`config.mk`:
```
export PLATFORM = sky130hd
export DESIGN_NAME = pwm_amp_decoder
export DESIGN_NICKNAME = d
export VERILOG_FILES = /design/src/rtl/pwm_amp_pkg.sv /design/src/rtl/pwmdec_sync_edge.sv /design/src/rtl/pwmdec_tri_ref.sv /design/src/rtl/pwmdec_stuck_det.sv /design/src/rtl/pwmdec_decide.sv /design/src/rtl/pwmdec_out_hold.sv /design/src/rtl/pwm_amp_decoder.sv
export SDC_FILE = /design/constraint.sdc
export NUM_CORES = 1
export LEC_CHECK = 0
export BUFFER_PORTS_ARGS = -buffer_cell sky130_fd_sc_hd__buf_2
export CAP_MARGIN = 10
export CORE_MARGIN = 4
export CORE_UTILIZATION = 45
export CTS_CLUSTER_SIZE = 16
export DETAILED_ROUTE_END_ITERATION = 6
export PLACE_DENSITY = 0.68
export SLEW_MARGIN = 20
export SYNTH_ARGS = -nofsm -noshare
export SYNTH_HDL_FRONTEND = slang
export SYNTH_SLANG_ARGS = --single-unit
```
`constraint.sdc`:
```
create_clock -name clk -period 2.2 [get_ports clk]
set_input_delay 0.33 -clock clk [delete_from_list [all_inputs] [get_ports clk]]
set_output_delay 0.33 -clock clk [all_outputs]
set_load 0.01 [all_outputs]
```
`src/rtl/pwm_amp_pkg.sv`:
```
package pwm_amp_pkg;
  typedef enum logic {DIR_DOWN = 1'b0, DIR_UP = 1'b1} tri_dir_t;
endpackage

```
`src/rtl/pwmdec_sync_edge.sv`:
```
module pwmdec_sync_edge #(
  parameter int STAGES = 2
) (
  input  logic clk,
  input  logic rst_n,
  input  logic din,
  output logic level,
  output logic rise,
  output logic fall
);
  logic [STAGES-1:0] pipe;
  logic              last;

  always_ff @(posedge clk) begin
    if (!rst_n) begin
      pipe <= '0;
      last <= 1'b0;
    end else begin
      pipe <= {pipe[STAGES-2:0], din};
      last <= pipe[STAGES-1];
    end
  end

  assign level = pipe[STAGES-1];
  assign rise  = level & ~last;
  assign fall  = ~level & last;
endmodule

```
`src/rtl/pwmdec_tri_ref.sv`:
```
module pwmdec_tri_ref
  import pwm_amp_pkg::*;
#(
  parameter int W = 10
) (
  input  logic         clk,
  input  logic         rst_n,
  input  logic         restart,
  output logic [W-1:0] count,
  output tri_dir_t     dir,
  output logic         lapped
);
  localparam logic [W-1:0] TOP = '1;

  always_ff @(posedge clk) begin
    if (!rst_n) begin
      count  <= TOP;
      dir    <= DIR_DOWN;
      lapped <= 1'b0;
    end else if (restart) begin
      count  <= TOP;
      dir    <= DIR_DOWN;
      lapped <= 1'b0;
    end else if (dir == DIR_DOWN) begin
      if (count == '0) begin
        dir   <= DIR_UP;
        count <= W'(1);
      end else begin
        count <= count - W'(1);
      end
    end else begin
      if (count == TOP) begin
        dir    <= DIR_DOWN;
        count  <= TOP - W'(1);
        lapped <= 1'b1;
      end else begin
        count <= count + W'(1);
      end
    end
  end
endmodule

```
`src/rtl/pwmdec_stuck_det.sv`:
```
module pwmdec_stuck_det #(
  parameter int SPAN = 2046
) (
  input  logic clk,
  input  logic rst_n,
  input  logic activity,
  output logic fire
);
  localparam int CW = $clog2(SPAN);
  logic [CW-1:0] idle;

  assign fire = !activity && (idle == CW'(SPAN - 1));

  always_ff @(posedge clk) begin
    if (!rst_n)                idle <= '0;
    else if (activity || fire) idle <= '0;
    else                       idle <= idle + CW'(1);
  end
endmodule

```
`src/rtl/pwmdec_decide.sv`:
```
module pwmdec_decide
  import pwm_amp_pkg::*;
#(
  parameter int W = 10
) (
  input  logic         clk,
  input  logic         rst_n,
  input  logic         rise,
  input  logic         fall,
  input  logic         level,
  input  logic         stuck,
  input  logic [W-1:0] count,
  input  tri_dir_t     dir,
  input  logic         lapped,
  output logic         synced,
  output logic         evt,
  output logic         evt_neg,
  output logic [W-1:0] evt_mag
);
  localparam logic [W-1:0] TOP = '1;

  always_ff @(posedge clk) begin
    if (!rst_n)    synced <= 1'b0;
    else if (fall) synced <= 1'b1;
  end

  always_comb begin
    evt     = 1'b0;
    evt_neg = 1'b0;
    evt_mag = '0;
    if (rise && synced) begin
      evt = 1'b1;
      if (lapped) begin
        evt_neg = 1'b1;
        evt_mag = TOP;
      end else begin
        evt_neg = (dir == DIR_UP);
        evt_mag = count;
      end
    end else if (stuck) begin
      evt     = 1'b1;
      evt_neg = !level;
      evt_mag = TOP;
    end
  end
endmodule

```
`src/rtl/pwmdec_out_hold.sv`:
```
module pwmdec_out_hold #(
  parameter int W = 10
) (
  input  logic         clk,
  input  logic         rst_n,
  input  logic         evt,
  input  logic         evt_neg,
  input  logic [W-1:0] evt_mag,
  input  logic         ready,
  output logic         valid,
  output logic         neg,
  output logic [W-1:0] mag
);
  always_ff @(posedge clk) begin
    if (!rst_n) begin
      valid <= 1'b0;
      neg   <= 1'b0;
      mag   <= '0;
    end else if (evt) begin
      valid <= 1'b1;
      neg   <= evt_neg;
      mag   <= evt_mag;
    end else if (valid && ready) begin
      valid <= 1'b0;
    end
  end
endmodule

```
`src/rtl/pwm_amp_decoder.sv`:
```
module pwm_amp_decoder
  import pwm_amp_pkg::*;
#(
  parameter int W           = 10,
  parameter int SYNC_STAGES = 2
) (
  input  logic         clk,
  input  logic         rst_n,
  input  logic         pwm_in,
  input  logic         amp_ready,
  output logic         amp_valid,
  output logic         amp_neg,
  output logic [W-1:0] amp_mag
);
  localparam int TOP_VAL = (1 << W) - 1;
  localparam int PERIOD  = 2 * TOP_VAL;

  logic         lvl_s, rise_s, fall_s, stuck;
  logic [W-1:0] tri_count;
  tri_dir_t     tri_dir;
  logic         tri_lapped;
  logic         synced, evt, evt_neg;
  logic [W-1:0] evt_mag;

  pwmdec_sync_edge #(.STAGES(SYNC_STAGES)) u_sync (
    .clk(clk), .rst_n(rst_n), .din(pwm_in),
    .level(lvl_s), .rise(rise_s), .fall(fall_s)
  );

  pwmdec_tri_ref #(.W(W)) u_tri (
    .clk(clk), .rst_n(rst_n), .restart(fall_s),
    .count(tri_count), .dir(tri_dir), .lapped(tri_lapped)
  );

  pwmdec_stuck_det #(.SPAN(PERIOD)) u_stuck (
    .clk(clk), .rst_n(rst_n), .activity(rise_s | fall_s), .fire(stuck)
  );

  pwmdec_decide #(.W(W)) u_decide (
    .clk(clk), .rst_n(rst_n), .rise(rise_s), .fall(fall_s), .level(lvl_s),
    .stuck(stuck), .count(tri_count), .dir(tri_dir), .lapped(tri_lapped),
    .synced(synced), .evt(evt), .evt_neg(evt_neg), .evt_mag(evt_mag)
  );

  pwmdec_out_hold #(.W(W)) u_out (
    .clk(clk), .rst_n(rst_n), .evt(evt), .evt_neg(evt_neg), .evt_mag(evt_mag),
    .ready(amp_ready), .valid(amp_valid), .neg(amp_neg), .mag(amp_mag)
  );
endmodule

```
### Yosys cells after proc, flatten, opt, wreduce, memory -nomap -nowiden

Index checks and enable logic that the tools add are counted.

* add/subtract/negate cells: 3
* equality and inequality tests: 2
* muxes and demuxes: 16
* bitwise operators: 6
* reduce and logical (&&, ||, !) cells: 11

Operator list (number)
* $mux 10: 6
* $add 11x1->11 const B: 1
* $eq 11x11->1 const B: 1
* $add 10x1->10 const B: 1
* $eq 10x10->1 const B: 1
* $logic_not 10->1: 1
* $mux 1: 10
* $sub 10x1->10 const B: 1
* $reduce_or 2->1: 2
* $logic_and 1x1->1: 3
* $not 1->1: 3
* $and 1x1->1: 2
* $logic_not 1->1: 2
* $reduce_and 2->1: 1
* $reduce_bool 2->1: 1
* $logic_or 1x1->1: 1
* $or 1x1->1: 1

* flip-flop bits (word level): 39
* input bits: 4
* output and inout bits: 12
* logic and storage cells: 48

### Logic depth before layout (Yosys ltp)

Gate-level depths: netlist (run 1).

* word-level depth: 8
* gate-level depth with buffers: 7
* mapped depth without buffers: 6

### By module

A second synthesis (run 1) with hierarchy kept.

* cells, all modules: 236
* area total of the unflattened synthesis: 2093.3 um2

Modules (own cells, without submodules)
* pwmdec_tri_ref: times used 1, cells an instance 108, area each 844.6 um2, seq. area each 240.2 um2
* pwmdec_stuck_det: times used 1, cells an instance 62, area each 545.5 um2, seq. area each 220.2 um2
* pwmdec_out_hold: times used 1, cells an instance 38, area each 447.9 um2, seq. area each 240.2 um2
* pwmdec_decide: times used 1, cells an instance 19, area each 157.7 um2, seq. area each 20.0 um2
* pwmdec_sync_edge: times used 1, cells an instance 8, area each 91.3 um2, seq. area each 60.1 um2
* pwm_amp_decoder: times used 1, cells an instance 1, area each 6.3 um2, seq. area each 0.0 um2

### Least setup slack after synthesis (run 1)

No wires, ideal clock.

* kind: register to register
* start: register u_tri.count[0]
* end: register u_tri.count[7]
* setup time: 122 ps
* arrival: 1812 ps
* data required time: 2078 ps
* path slack: 266 ps
* stages on the path, launching flop included: 7
* buffers on the path: 1
* clock period less this slack: 1934 ps
* cells stage by stage: dfxtp_1 > inv_1 > ha_1 > or4b_1 > buf_2 > o31a_1 > a221o_1

* word-level cells in the longest chain between the ends: 3
* elaborated cells between the ends (all ways): 7
* classes of those cells: 2 x add/sub; 1 x eq/ne; 3 x mux; 1 x reduce/logical

RTL lines
* from (decl): RTL line pwmdec_tri_ref.sv:9 `output logic [W-1:0] count,`
* from (signal assigned): RTL line pwmdec_tri_ref.sv:29 `count <= count - W'(1);`
* from (signal assigned): RTL line pwmdec_tri_ref.sv:34 `count <= TOP - W'(1);`
* from (signal assigned): RTL line pwmdec_tri_ref.sv:37 `count <= count + W'(1);`
* $sub 10x1->10, or another cell as far along: RTL line pwmdec_tri_ref.sv:29
* $mux 10, on equally long branches: RTL line pwmdec_tri_ref.sv:25, pwmdec_tri_ref.sv:32
* $mux 10 (*): RTL line pwmdec_tri_ref.sv:24 `end else if (dir == DIR_DOWN) begin`

Every way passes the cells marked *; elsewhere a longest branch is shown, timed or not.
A chain may end at the register's enable or synchronous reset.

### Worst setup path after layout (run 1)

* start: register u_tri.count[0]
* end: register u_tri.count[5]

The elaborated chain is that of the path after synthesis.

==> impl_metrics.yaml, run 1 <==
run_status:
  status: "finished, final reports clean"
setup_path:
  critPathRequiredTime_ns: 2.37
  critPathSlowestCell: "or4b_4"
  path_delay_family: "simple AND/OR/NAND/NOR gates"
  cp-start-kind: "flop"
  cp.depth: 6
  path_cells: "inv_1, ha_1, or4b_4, nor3_4, o21ai_0, a211o_1"
  critical_path_buf_inv_count: 1
  critPathMaxStageDelay_ns: 0.54
  path_max_fanout: 8
  cp-end-kind: "flop"
  rr_worst_depth: 6
  critPathArrivalTime_ns: 2.23
  crit_type: "flop to flop"
  r2r_slack_ns: 0.14
global_routing:
  grt_pass1_vias: 1432
  gr-usage-all-layers_pct: 15.2
  grt_pass1_wl_um: 6230
  grt_max_degree: 22
  antenna_found_initial: 0
  globalRouteOverflowTotal: 0
logic_synthesis:
  netlist_instances: 192
  yosysTopAreaCell: "dfxtp_1"
  synth_ff_type: "dfxtp_1"
  syn_area_per_cell_um2: 9.53
  synth-edff-count: 0
  synth_fp_nets: 202
  synthTopCellsByArea: "dfxtp_1, o221a_2, xor2_1, ha_1, nor2_1"
  yosys_warnings: 0
  yosys.area.top_type_share_pct: 42.7
  ys_ff_latch: 39
  synth_cell_types: 47
  ys_seq_area_share_pct: 42.7
  async_reset_ff_share_pct: 0
  syn-cell-area_mm2: 0.00183
power_and_ir_drop:
  total_power_mw: 1.28
  powerDensity_mw_per_mm2: 636
  p_leak_nw: 0.842
  ir_drop_mv: 0.433
timing:
  whs_ns: 0.266
  worstMarginPinSlew_ns: 0.443
  final_hold_viol_count: 0
  timing.final.ws_setup_ns: 0.145
  setup_viol: 0
  final.setup.tns_ns: 0
  rsz0062_at_grt: "false"
  slew_headroom_pct: 70.4
  fin_crit_sh_pct: 93.4
  skew_ns: 0.00497
  min_period_ns: 2.06
  slew_violations: 0
  max_freq_mhz: 487
clocking:
  htree_levels: 2
  cts_made_buffers: 5
  clk_pin_slew_ns: 0.07
  clockRootBuffer: "clkbuf_8"
  post_cts_buffers: 0
  cts_sinks: 39
  clock_latency_ns: 0.28
  cts_tree: "done"
  cts_max_path_buffers: 2
finish:
  fin_area_mm2: 0.00201
  nFillCells: 347
  fin_util_pct: 52.8
  final-instance-count-excl-fill: 253
  diodes: 0
  syn_to_final_growth_pct: 9.71
  final_net_count: 214
  drive_gt1_share_pct: 20.0
routing:
  first_pass_iters: 4
  drt-initial-drc-count: 91
  antenna_left: 0
  num_vias: 1521
  via_per_inst: 6.01
  routed_wl_um: 3680
  avgRoutedWirePerCell_um: 14.6
  drc: 0
placed_design:
  io_buffers: 15
  dp_slack_ns: 0.0796
  hpwl_um: 2680
  placed_cell_area_mm2: 0.00192
  gp_congestion: 0.925
  dp.cells: 245
floorplanning:
  floorplan.die.height_um: 71.8
  start_util_pct: 48.2
  boundaryPins: 16
  chipWidth_um: 71.8
  num_rows: 22
  die_area_mm2: 0.00515
  core-area_mm2: 0.00380
worst_hold_path:
  hold_depth: 2
  hold_path.class: "primary input to flop"
run:
  max-cap-violations: 0
[kinds of logic (layout without fill, tap and decap cells)]
| family | count (synthesis) | count (layout) | share of synthesized area [%] |
|---|---|---|---|
| AO/OA/AOI/OAI | 42 | 42 | 19.5 |
| XOR/XNOR | 12 | 12 | 5.75 |
| adder cells (fa/ha/maj) | 6 | 6 | 4.10 |
| buffers and inverters | 20 | 33 | 5.13 |
| flip-flops | 39 | 39 | 42.7 |
| multiplexers | 1 | 1 | 0.547 |
| AND/OR/NAND/NOR | 72 | 72 | 22.3 |
[worst reg2reg max path: cells and delay by family (launching register included)]
family          cells  cell delay [ns]
fa+ha+maj           1             0.23
flops               1             0.37
simple gates        2             0.81
buf+inv             1             0.12
compound gates      2             0.42
[layout make-up]
cell class | instances | area (um2) | share of cell area [%]
multi-input cells | 133 | 965 | 48.1
clock buffers | 7 | 76.3 | 3.80
flip-flops and latches | 39 | 781 | 38.9
well taps | 48 | 60.1 | 2.99
clock inverters | 1 | 5.00 | 0.249
inverters | 8 | 30.0 | 1.50
repair buffers | 17 | 90.1 | 4.49
[final timing paths]
kind	from	endpoint
max	u_tri.count[0]	u_tri.count[5]
min reg2reg	u_sync.pipe[0]	u_sync.pipe[1]
min	pwm_in	u_sync.pipe[0]
max reg2reg	u_tri.count[0]	u_tri.count[5]
[sequential cells by signal, summed over array words and instances, names as in the netlist]
register         count
u_decide.synced      1
u_out.mag           10
u_out.neg            1
u_out.valid          1
u_stuck.idle        11
u_sync.last          1
u_sync.pipe          2
u_tri.count         10
u_tri.dir            1
u_tri.lapped         1
[layout by cell type (no fill, tap or decap), drive strengths merged, types with 6 or more instances in the layout]
master and count:
clkbuf 7, o221a 10, nor2 16, nand4 7, nand2 8, dfxtp 39
and3 10, xor2 9, nand3 9, buf 17, a21oi 6, inv 8
ha 6
[power by group]
part,switching [mW],internal (mW),leakage [nW]
Combinational,0.0478,0.0385,0.483
Sequential,0.0196,0.719,0.316
Clock,0.230,0.222,0.0422
[metal layers]
metal	part of all wire [%]	global-route usage, %
met1	47	18.5
met2	45	23.3
met3	5.9	4.63
met4	2.2	9.39
met5	0	0
[synthesized netlist by cell type (4+ instances only)]
| library cell | n |
|---|---|
| clkbuf_1 | 7 |
| dfxtp_1 | 39 |
| nand2_1 | 8 |
| and2_1 | 4 |
| o221a_2 | 10 |
| nor2_1 | 16 |
| nand3_1 | 9 |
| nand4_1 | 7 |
| and3_1 | 7 |
| ha_1 | 6 |
| a21oi_1 | 6 |
| inv_1 | 8 |
| xor2_1 | 9 |
[what timing repair did]
action | in CTS | in global routing
gates resized for setup | 0 | 2
setup endpoints to repair | 0 | 2
hold buffers | 0 | 0
Power figures use the tool's default switching activity.
==> run 2, diff against run 1 <==
--- a/config.mk
+++ b/config.mk
@@ -6,11 +6,12 @@
 export NUM_CORES = 1
 export LEC_CHECK = 0
 export BUFFER_PORTS_ARGS = -buffer_cell sky130_fd_sc_hd__buf_2
-export CAP_MARGIN = 10
+export CAP_MARGIN = 20
 export CORE_MARGIN = 4
 export CORE_UTILIZATION = 45
 export CTS_CLUSTER_SIZE = 16
 export DETAILED_ROUTE_END_ITERATION = 6
+export GPL_TIMING_DRIVEN = 0
 export PLACE_DENSITY = 0.68
 export SLEW_MARGIN = 20
 export SYNTH_ARGS = -nofsm -noshare
==> run 2 against run 1 <==
Compared with the run above:
- sequential share of layout area decreased by 1.4 points
- critical path depth is the same
- sequential power is essentially flat
- critical endpoint is now u_tri.count[7]
- wire length rose by 6.7%
==> impl_metrics.yaml, run 2 (synthesis gave the netlist of run 1 again) <==
global_routing:
  grt_max_degree: 12
  grt_pass1_vias: 1452
  grt_pass1_wl_um: 6640
  globalRouteOverflowTotal: 0
  antenna_found_initial: 0
  gr-usage-all-layers_pct: 16.2
clocking:
  post_cts_buffers: 0
  cts_tree: "done"
  clock_latency_ns: 0.29
  clk_pin_slew_ns: 0.07
  cts_sinks: 39
  htree_levels: 2
  cts_made_buffers: 5
  clockRootBuffer: "clkbuf_8"
  cts_max_path_buffers: 2
routing:
  avgRoutedWirePerCell_um: 15.0
  drt-initial-drc-count: 165
  drc: 0
  first_pass_iters: 5
  via_per_inst: 5.95
  routed_wl_um: 3930
  antenna_left: 0
  num_vias: 1558
placed_design:
  placed_cell_area_mm2: 0.00196
  gp_congestion: 0.883
  io_buffers: 15
  dp.cells: 255
  hpwl_um: 2730
  dp_slack_ns: 0.0265
timing:
  slew_violations: 0
  fin_crit_sh_pct: 96.5
  slew_headroom_pct: 71.2
  worstMarginPinSlew_ns: 0.432
  setup_viol: 0
  max_freq_mhz: 471
  timing.final.ws_setup_ns: 0.0771
  final.setup.tns_ns: 0
  skew_ns: 0.00429
  min_period_ns: 2.12
  whs_ns: 0.248
  final_hold_viol_count: 0
finish:
  diodes: 0
  largest_register_ffs: 11
  top_register: "u_stuck.idle"
  fin_area_mm2: 0.00208
  layout_common_cells: "dfxtp_1, buf_2, nor2_1"
  fin_util_pct: 54.9
  reg_top3: "u_stuck.idle: 11 flops, u_out.mag: 10 flops, u_tri.count: 10 flops"
  syn_to_final_growth_pct: 14.0
  final-instance-count-excl-fill: 262
  final_net_count: 224
  drive_gt1_share_pct: 21.5
  layout_commonest_cell: "dfxtp_1"
setup_path:
  critPathArrivalTime_ns: 2.30
  rr_worst_depth: 6
  cp-start-kind: "flop"
  crit_type: "flop to flop"
  cp-end-kind: "flop"
  critPathRequiredTime_ns: 2.38
  path_max_fanout: 8
run_status:
  status: "finished, final reports clean"
worst_hold_path:
  hold_depth: 2
  hold_path.class: "primary input to flop"
floorplanning:
  floorplan.die.height_um: 71.8
  core-area_mm2: 0.00380
  boundaryPins: 16
  start_util_pct: 48.2
  num_rows: 22
  chipWidth_um: 71.8
  die_area_mm2: 0.00515
power_and_ir_drop:
  total_power_mw: 1.41
  p_leak_nw: 0.867
  ir_drop_mv: 0.313
  powerDensity_mw_per_mm2: 674
run:
  max-cap-violations: 0
-- run 2: cell types whose count changed in the layout (fill, tap and decap cells not counted), sizes merged --
cell,previous run,this run
clkinv,1,0
buf,17,20
clkbuf,7,13
bufinv,0,1
-- run 2: area by class of cell --
type,count,area [um2]
Timing Repair Buffer,15,75.1
Fill cell,335,1710
Clock inverter,1,30.0
Multi-Input combinational cell,133,971
Clock buffer,6,72.6
Inverter,8,30.0
Tap cell,48,60.1
Sequential cell,39,782
Buffer,12,63.8
-- run 2: worst paths after layout --
kind | startpoint | to | slack, ns
max | u_tri.count[0] | u_tri.count[7] | 0.08
max reg2reg | u_tri.count[0] | u_tri.count[7] | 0.08
min reg2reg | u_sync.pipe[0] | u_sync.pipe[1] | 0.44
min | pwm_in | u_sync.pipe[0] | 0.25
-- run 2: metal layers --
layer  track usage (%)  wire length, um
met1              21.3             1790
met2              25.0             1780
met3              4.63              309
met4              6.47               52
met5                 0                0
-- run 2: report_power, final --
part           internal, mW  switching, mW  total (mW)
Clock                 0.332          0.242       0.575
Sequential            0.719         0.0177       0.737
Combinational        0.0410         0.0532      0.0941
Total                  1.09          0.313        1.41
-- run 2: timing repair --
| action | CTS | global route |
|---|---|---|
| endpoints found under the setup margin | 0 | 3 |
| endpoints found under the hold margin | 0 | 0 |
| gates resized for setup | 0 | 4 |
| hold buffers | 0 | 0 |
-- run 2: critical path, cell delays in order (launching register included) --
cell	delay, ns
dfxtp_2	0.37
inv_1	0.10
ha_2	0.23
or4b_1	0.43
buf_2	0.18
o31a_1	0.37
a221o_1	0.33
